### config.mk
export PLATFORM = sky130hd
export DESIGN_NAME = ext_irq_detect
export DESIGN_NICKNAME = d
export VERILOG_FILES = /design/src/rtl/ext_irq_pkg.sv /design/src/rtl/ext_irq_sync.sv /design/src/rtl/ext_irq_cond.sv /design/src/rtl/ext_irq_regs.sv /design/src/rtl/ext_irq_detect.sv
export SDC_FILE = /design/constraint.sdc
export NUM_CORES = 1
export LEC_CHECK = 0
export ABC_AREA = 1
export BUFFER_PORTS_ARGS = -buffer_cell sky130_fd_sc_hd__buf_2
export CAP_MARGIN = 5
export CORE_MARGIN = 5
export CORE_UTILIZATION = 58
export DETAILED_ROUTE_END_ITERATION = 6
export GPL_TIMING_DRIVEN = 1
export PLACE_DENSITY = 0.86
export SETUP_SLACK_MARGIN = 0.2
export SLEW_MARGIN = 20
export SYNTH_ARGS = -nofsm -noshare
export SYNTH_HDL_FRONTEND = slang
export SYNTH_SLANG_ARGS = --single-unit
### constraint.sdc
create_clock -name clk -period 1.8 [get_ports clk]
set_input_delay 0.18 -clock clk [delete_from_list [all_inputs] [get_ports clk]]
set_output_delay 0.18 -clock clk [all_outputs]
set_load 0.01 [all_outputs]
### src/rtl/ext_irq_pkg.sv
package ext_irq_pkg;

    localparam int ADDR_W = 2;

    typedef enum logic [1:0] {
        TRIG_LOW  = 2'b00,
        TRIG_HIGH = 2'b01,
        TRIG_RISE = 2'b10,
        TRIG_FALL = 2'b11
    } trig_e;

    typedef enum logic [ADDR_W-1:0] {
        RA_SELECT = 2'd0,
        RA_ENABLE = 2'd1,
        RA_FLAG   = 2'd2,
        RA_SPARE  = 2'd3
    } reg_addr_e;

    typedef struct packed {
        logic cur;
        logic old;
    } pin_samp_t;

    // Transfer-serviced lines only accept levels: map edges to their level.
    function automatic trig_e resolve_trig(trig_e t, logic xfer);
        trig_e r;
        r = t;
        if (xfer && t[1]) begin
            r = t[0] ? TRIG_LOW : TRIG_HIGH;
        end
        return r;
    endfunction

    function automatic logic trig_hit(trig_e t, pin_samp_t s);
        logic h;
        case (t)
            TRIG_LOW:  h = ~s.cur;
            TRIG_HIGH: h = s.cur;
            TRIG_RISE: h = s.cur & ~s.old;
            default:   h = ~s.cur & s.old;
        endcase
        return h;
    endfunction

endpackage

### src/rtl/ext_irq_sync.sv
module ext_irq_sync
    import ext_irq_pkg::*;
#(
    parameter int W = 8
) (
    input  logic                clk,
    input  logic                rst,
    input  logic [W-1:0]        async_i,
    output pin_samp_t [W-1:0]   samp_o
);

    logic [W-1:0] meta_q;
    logic [W-1:0] sync_q;
    logic [W-1:0] old_q;

    always_ff @(posedge clk) begin
        if (rst) begin
            meta_q <= '0;
            sync_q <= '0;
            old_q  <= '0;
        end else begin
            meta_q <= async_i;
            sync_q <= meta_q;
            old_q  <= sync_q;
        end
    end

    for (genvar c = 0; c < W; c++) begin : g_pack
        assign samp_o[c].cur = sync_q[c];
        assign samp_o[c].old = old_q[c];
    end

endmodule

### src/rtl/ext_irq_cond.sv
module ext_irq_cond
    import ext_irq_pkg::*;
#(
    parameter int N_CH    = 8,
    parameter int N_LINES = 2
) (
    input  pin_samp_t [N_CH-1:0] samp_i,
    input  logic [2*N_CH-1:0]    select_i,
    input  logic [N_LINES-1:0]   xfer_mode_i,
    output logic [N_CH-1:0]      hit_o
);

    localparam int PER_LINE = N_CH / N_LINES;

    for (genvar c = 0; c < N_CH; c++) begin : g_ch
        localparam int LINE = c / PER_LINE;
        trig_e raw_t;
        trig_e eff_t;
        always_comb begin
            raw_t    = trig_e'(select_i[2*c +: 2]);
            eff_t    = resolve_trig(raw_t, xfer_mode_i[LINE]);
            hit_o[c] = trig_hit(eff_t, samp_i[c]);
        end
    end

endmodule

### src/rtl/ext_irq_regs.sv
module ext_irq_regs
    import ext_irq_pkg::*;
#(
    parameter int N_CH = 8
) (
    input  logic                 clk,
    input  logic                 rst,
    input  logic [ADDR_W-1:0]    addr_i,
    input  logic                 we_i,
    input  logic [2*N_CH-1:0]    wdata_i,
    input  logic [N_CH-1:0]      hit_i,
    output logic [2*N_CH-1:0]    select_q,
    output logic [N_CH-1:0]      en_q,
    output logic [N_CH-1:0]      flag_q,
    output logic [2*N_CH-1:0]    rdata_o
);

    localparam int DW = 2 * N_CH;

    logic          wr_sel;
    logic          wr_en;
    logic          wr_flag;
    logic [N_CH-1:0] flag_nxt;

    assign wr_sel  = we_i && (addr_i == RA_SELECT);
    assign wr_en   = we_i && (addr_i == RA_ENABLE);
    assign wr_flag = we_i && (addr_i == RA_FLAG);

    // Clear by writing zero; a hit in the same cycle wins.
    always_comb begin
        flag_nxt = flag_q;
        if (wr_flag) begin
            flag_nxt = flag_nxt & wdata_i[N_CH-1:0];
        end
        flag_nxt = flag_nxt | hit_i;
    end

    always_ff @(posedge clk) begin
        if (rst) begin
            select_q <= '0;
            en_q     <= '0;
            flag_q   <= '0;
        end else begin
            if (wr_sel) select_q <= wdata_i;
            if (wr_en)  en_q     <= wdata_i[N_CH-1:0];
            flag_q <= flag_nxt;
        end
    end

    always_comb begin
        case (addr_i)
            RA_SELECT: rdata_o = select_q;
            RA_ENABLE: rdata_o = {{(DW-N_CH){1'b0}}, en_q};
            RA_FLAG:   rdata_o = {{(DW-N_CH){1'b0}}, flag_q};
            default:   rdata_o = '0;
        endcase
    end

endmodule

### src/rtl/ext_irq_detect.sv
module ext_irq_detect
    import ext_irq_pkg::*;
#(
    parameter int N_CH    = 8,
    parameter int N_LINES = 2
) (
    input  logic                 clk,
    input  logic                 rst,
    input  logic [N_CH-1:0]      pin_i,
    input  logic [N_LINES-1:0]   xfer_mode_i,
    input  logic [ADDR_W-1:0]    reg_addr_i,
    input  logic                 reg_we_i,
    input  logic [2*N_CH-1:0]    reg_wdata_i,
    output logic [2*N_CH-1:0]    reg_rdata_o,
    output logic [N_LINES-1:0]   irq_o
);

    localparam int PER_LINE = N_CH / N_LINES;

    pin_samp_t [N_CH-1:0] samp;
    logic [N_CH-1:0]      hit;
    logic [2*N_CH-1:0]    select_q;
    logic [N_CH-1:0]      en_q;
    logic [N_CH-1:0]      flag_q;

    ext_irq_sync #(.W(N_CH)) u_sync (
        .clk     (clk),
        .rst     (rst),
        .async_i (pin_i),
        .samp_o  (samp)
    );

    ext_irq_cond #(.N_CH(N_CH), .N_LINES(N_LINES)) u_cond (
        .samp_i      (samp),
        .select_i    (select_q),
        .xfer_mode_i (xfer_mode_i),
        .hit_o       (hit)
    );

    ext_irq_regs #(.N_CH(N_CH)) u_regs (
        .clk      (clk),
        .rst      (rst),
        .addr_i   (reg_addr_i),
        .we_i     (reg_we_i),
        .wdata_i  (reg_wdata_i),
        .hit_i    (hit),
        .select_q (select_q),
        .en_q     (en_q),
        .flag_q   (flag_q),
        .rdata_o  (reg_rdata_o)
    );

    for (genvar l = 0; l < N_LINES; l++) begin : g_line
        assign irq_o[l] = |(flag_q[l*PER_LINE +: PER_LINE] & en_q[l*PER_LINE +: PER_LINE]);
    end

endmodule

# Word level (Yosys, flattened, before mapping)
# Index checks and enable logic that the tools add are counted.
[op_classes] mux=26 n_eq_ne=18 n_reduce_logical=22 bitwise=36
[op_table] op="$pmux W16 S3" n=1
[op_table] op="$pmux W1 S3" n=8
[op_table] op="$eq A2 B1 Y1 const B" n=9
[op_table] op="$eq A2 B2 Y1 const B" n=9
[op_table] op="$logic_not A2 Y1" n=9
[op_table] op="$and A1 B1 Y1" n=16
[op_table] op="$mux W2" n=8
[op_table] op="$not A1 Y1" n=16
[op_table] op="$logic_and A1 B1 Y1" n=11
[op_table] op="$and A4 B4 Y4" n=2
[op_table] op="$and A8 B8 Y8" n=1
[op_table] op="$mux W1" n=8
[op_table] op="$mux W8" n=1
[op_table] op="$or A8 B8 Y8" n=1
[op_table] op="$reduce_or A4 Y1" n=2
[word_totals] ff_bits=56 inputBits=31 output_inout_bits=18 elab_cells=108

# Longest topological paths before layout
[logic_depth] depth_word=5 mapped_depth=7

# Modules after synthesis
# A second synthesis with hierarchy kept.
[hier_totals] cells_unflattened=431 hier_area_um2=2721.4
[by_module_without_submodules] mod="ext_irq_regs" n_inst=1 cells_per_inst=237 area_each_um2=1537.7 seq_area_each_um2=640.6
[by_module_without_submodules] mod="ext_irq_sync" n_inst=1 cells_per_inst=74 area_each_um2=683.2 seq_area_each_um2=480.5
[by_module_without_submodules] mod="ext_irq_cond" n_inst=1 cells_per_inst=102 area_each_um2=432.9 seq_area_each_um2=0.0
[by_module_without_submodules] mod="ext_irq_detect" n_inst=1 cells_per_inst=18 area_each_um2=67.6 seq_area_each_um2=0.0

# Worst setup path before layout
# No wires, ideal clock.
[synth_timing] path_type="input-to-output" from="input reg_addr_i[0]" to="output reg_rdata_o[7]" t_arrival_ns=0.858 n_path_buf=1 required_ns=1.620 setup_slack_ns=0.762 path_stages=4 cell_sequence="nor2_2 inv_1 buf_2 o211ai_1"
[synth_between] elab_chain_len=2 word_cells_on_any_way=4
[synth_rtl] element="start: declaration" line="ext_irq_detect.sv:11" text="input logic [ADDR_W-1:0] reg_addr_i,"
[synth_rtl] element="$eq A2 B2 Y1, or another cell as far along" line="ext_irq_regs.sv:51" text="case (addr_i)"
[synth_rtl] element="$pmux W16 S3 (*)" line="ext_irq_regs.sv:51"
[synth_rtl] element="end: declaration" line="ext_irq_detect.sv:14" text="output logic [2*N_CH-1:0] reg_rdata_o,"
# Mark *: on every way between the ends. The rest lies on a longest branch, timed or not.

# Final worst setup path
[layout_timing] from="input reg_addr_i[0]" to="output reg_rdata_o[2]"
# Same word-level chain as after synthesis.

==> flow_summary.yaml <==
synthesis:
  ys_ff_latch: 56
  ys_warn_count: 0
  yosysSeqAreaShare_pct: 45.85
  synth_top_area_cell: "dfxtp_1"
  syn_nets: 369
  synth_cells: 338
  synth_area_um2: 2445
  yosysTopAreaCellShare_pct: 45.85
  synth.avg_cell_area_um2: 7.233
  synth.distinct_cells: 22
  synth_area_leaders: "dfxtp_1, nor2_1, inv_1"
worst_hold_path:
  hold_path_depth: 3
  hp-class: "input port to flip-flop"
  hold_path_startpoint: "pin_i[5]"
  whs_endpoint: "u_sync.meta_q[5]"
finish:
  seq_area_um2: 1121
  nFillCells: 333
  syn2layout_area_growth_pct: 14.13
  n_antenna_cell: 0
  final_nets: 414
  drive_gt1_share_pct: 19.27
  layout.cells.non_filler: 434
  final_common_cell: "nor2_1"
  final_cell_mix: "nor2_1, inv_1, nand2_1, dfxtp_1, buf_2"
  multiInputGateArea_um2: 1023
worst_setup_path:
  path_max_fanout: 13
  worstSetupEndpointType: "primary output"
  r2r_start: "u_regs.select_q[10]"
  reg2reg_to: "u_regs.flag_q[5]"
  reg2reg_depth: 6
  critical_path_arrival_ps: 1260
  critPathLaunch: "reg_addr_i[0]"
  worstSetupStartpointType: "input port"
  regToRegSetupSlack_ps: 790
  crit_type: "input port to primary output"
  cp_data_required_time_ps: 1620
sta:
  finalHoldViolCount: 0
  worstMarginPinSlew_ps: 644.6
  max_freq_mhz: 692.9
  finalClockSkew_ps: 12.40
  period_share_pct: 80.18
  setup_tns_ps: 0
  worst_slew_margin_rel_pct: 56.87
  slew_viol_final: 0
  setup_viol_count_final: 0
  rsz0062_at_grt: "false"
  finalCriticalPeriod_ps: 1443
power:
  switchingPower_mw: 0.5993
  p_clk_share_pct: 29.4
  p_sw_share_pct: 25.67
  seqPwrFrac_pct: 57.3
  p_leak_nw: 1.288
  power.density_nw_per_um2: 836.9
  p_int_mw: 1.736
  ir_worst_vdd_v: 0.0006988
  pwr-share-comb_pct: 13.3
floorplanning:
  die_w_um: 74.93
  core.rowCount: 23
  fp.dieArea_um2: 5614
  coreArea_um2: 4058
  die_h_um: 74.93
  io_pins: 49
  initial_utilization_pct: 60.25
cts:
  clockBufferDepth: 2
  ctsResizeCount: 0
  htreeDepth: 2
  clock-sinks: 56
  clock_latency_ps: 310
  cts-hold-fix-buffers: 0
  numCtsBuffers: 5
  path_clk_slew_ps: 90
  cts_setup_buffers: 0
  cts_tree: "done"
  cts-root-buf: "clkbuf_8"
routing:
  drtPass1Iterations: 4
  routed_wl_mm: 5.354
  wl_per_cell_um: 12.34
  drtIter0Drc: 212
  ant_nets: 0
  route.detailed.drc: 0
  vias: 2209
  viasPerCell: 5.090
global_route:
  grt_max_degree: 57
  grt_pass1_vias: 2053
  antenna_found_initial: 0
  gr-usage-all-layers_pct: 21.17
  overflow: 0
  grt_pass1_wl_mm: 9.121
place:
  place_congestion: 0.8910
  dp_hpwl_mm: 3.819
  port_buffers: 48
  dp.cells: 426
run:
  drv_cap: 0
status:
  status: "complete, no violations"
## flip-flops by register name (all words and copies together), names as in the netlist
name and cells:
u_regs.en_q 8, u_regs.flag_q 8, u_regs.select_q 16, u_sync.meta_q 8
u_sync.sync_q 8, u_sync.old_q 8
## power groups by stage
stage	clock [mW]	combinational (mW)	sequential [mW]
after floorplan	0	0.206	1.36
after global placement	0	0.297	1.36
after global routing	0.759	0.353	1.35
after detailed placement	0	0.306	1.37
final	0.688	0.310	1.34
after CTS	0.704	0.310	1.34
## worst max-delay path: stages
cell and delay, ps:
buf_2 120, nor2_2 200, inv_1 260, o221ai_1 300, buf_2 190
## final cells by class
type	count	share of cell area, %
timing repair buffer	49	9.327
tap	50	2.242
inverter	62	8.341
sequential	56	40.18
multi-input combinational	209	36.68
clock buffer	8	3.229
## cell usage after synthesis (all sizes together)
library cell	count
nor2	80
inv	62
nand2	62
dfxtp	56
a211oi	21
o21ai	18
a21oi	15
buf	7
o221ai	6
clkbuf	4
nand3	3
o211ai	2
o2111ai	1
o22ai	1
## per-stage QoR
| stage | instance area (µm²) | util [%] | hold slack, ps | total power [mW] | setup slack [ps] |
|---|---|---|---|---|---|
| 5_1_grt | 2790 | 68.76 | 73.28 | 2.457 | 308.4 |
| 6_report | 2790 | 68.76 | 73.32 | 2.335 | 356.8 |
| 3_5_place_dp | 2700 | 66.54 | 385.2 | 1.672 | 359.7 |
| 2_1_floorplan | 2445 | - | 287.0 | 1.562 | 762.0 |
| 4_1_cts | 2790 | 68.76 | 66.67 | 2.350 | 385.7 |
| 3_3_place_gp | 2700 | 66.54 | 377.9 | 1.661 | 433.4 |
## per-layer routing
metal  global-route usage [%]  vias up  part of all wire (%)
li1                         -     1143                     -
met1                    27.32     1008                    44
met2                    35.20       48                    50
met3                    4.005       10                   4.6
met4                    7.905        0                   1.7
met5                        0        -                     0
## cell families after synthesis
kind of cell	after synthesis	share of synthesized area, %
and+or+nand+nor	145	23.23
buffers and inverters	73	12.28
AOI/OAI and AO/OA	64	18.63
DFF	56	45.85
## how the worst max path moves through the flow
stage                               end  slack, ps  depth (start not counted)
floorplan                reg_rdata_o[7]        760                          4
global placement     u_regs.select_q[1]        430                          6
detailed placement  u_regs.select_q[14]        360                          5
CTS                      reg_rdata_o[2]        390                          5
global route             reg_rdata_o[2]        310                          5
finish                   reg_rdata_o[2]        360                          5
Power figures use the tool's default switching activity.
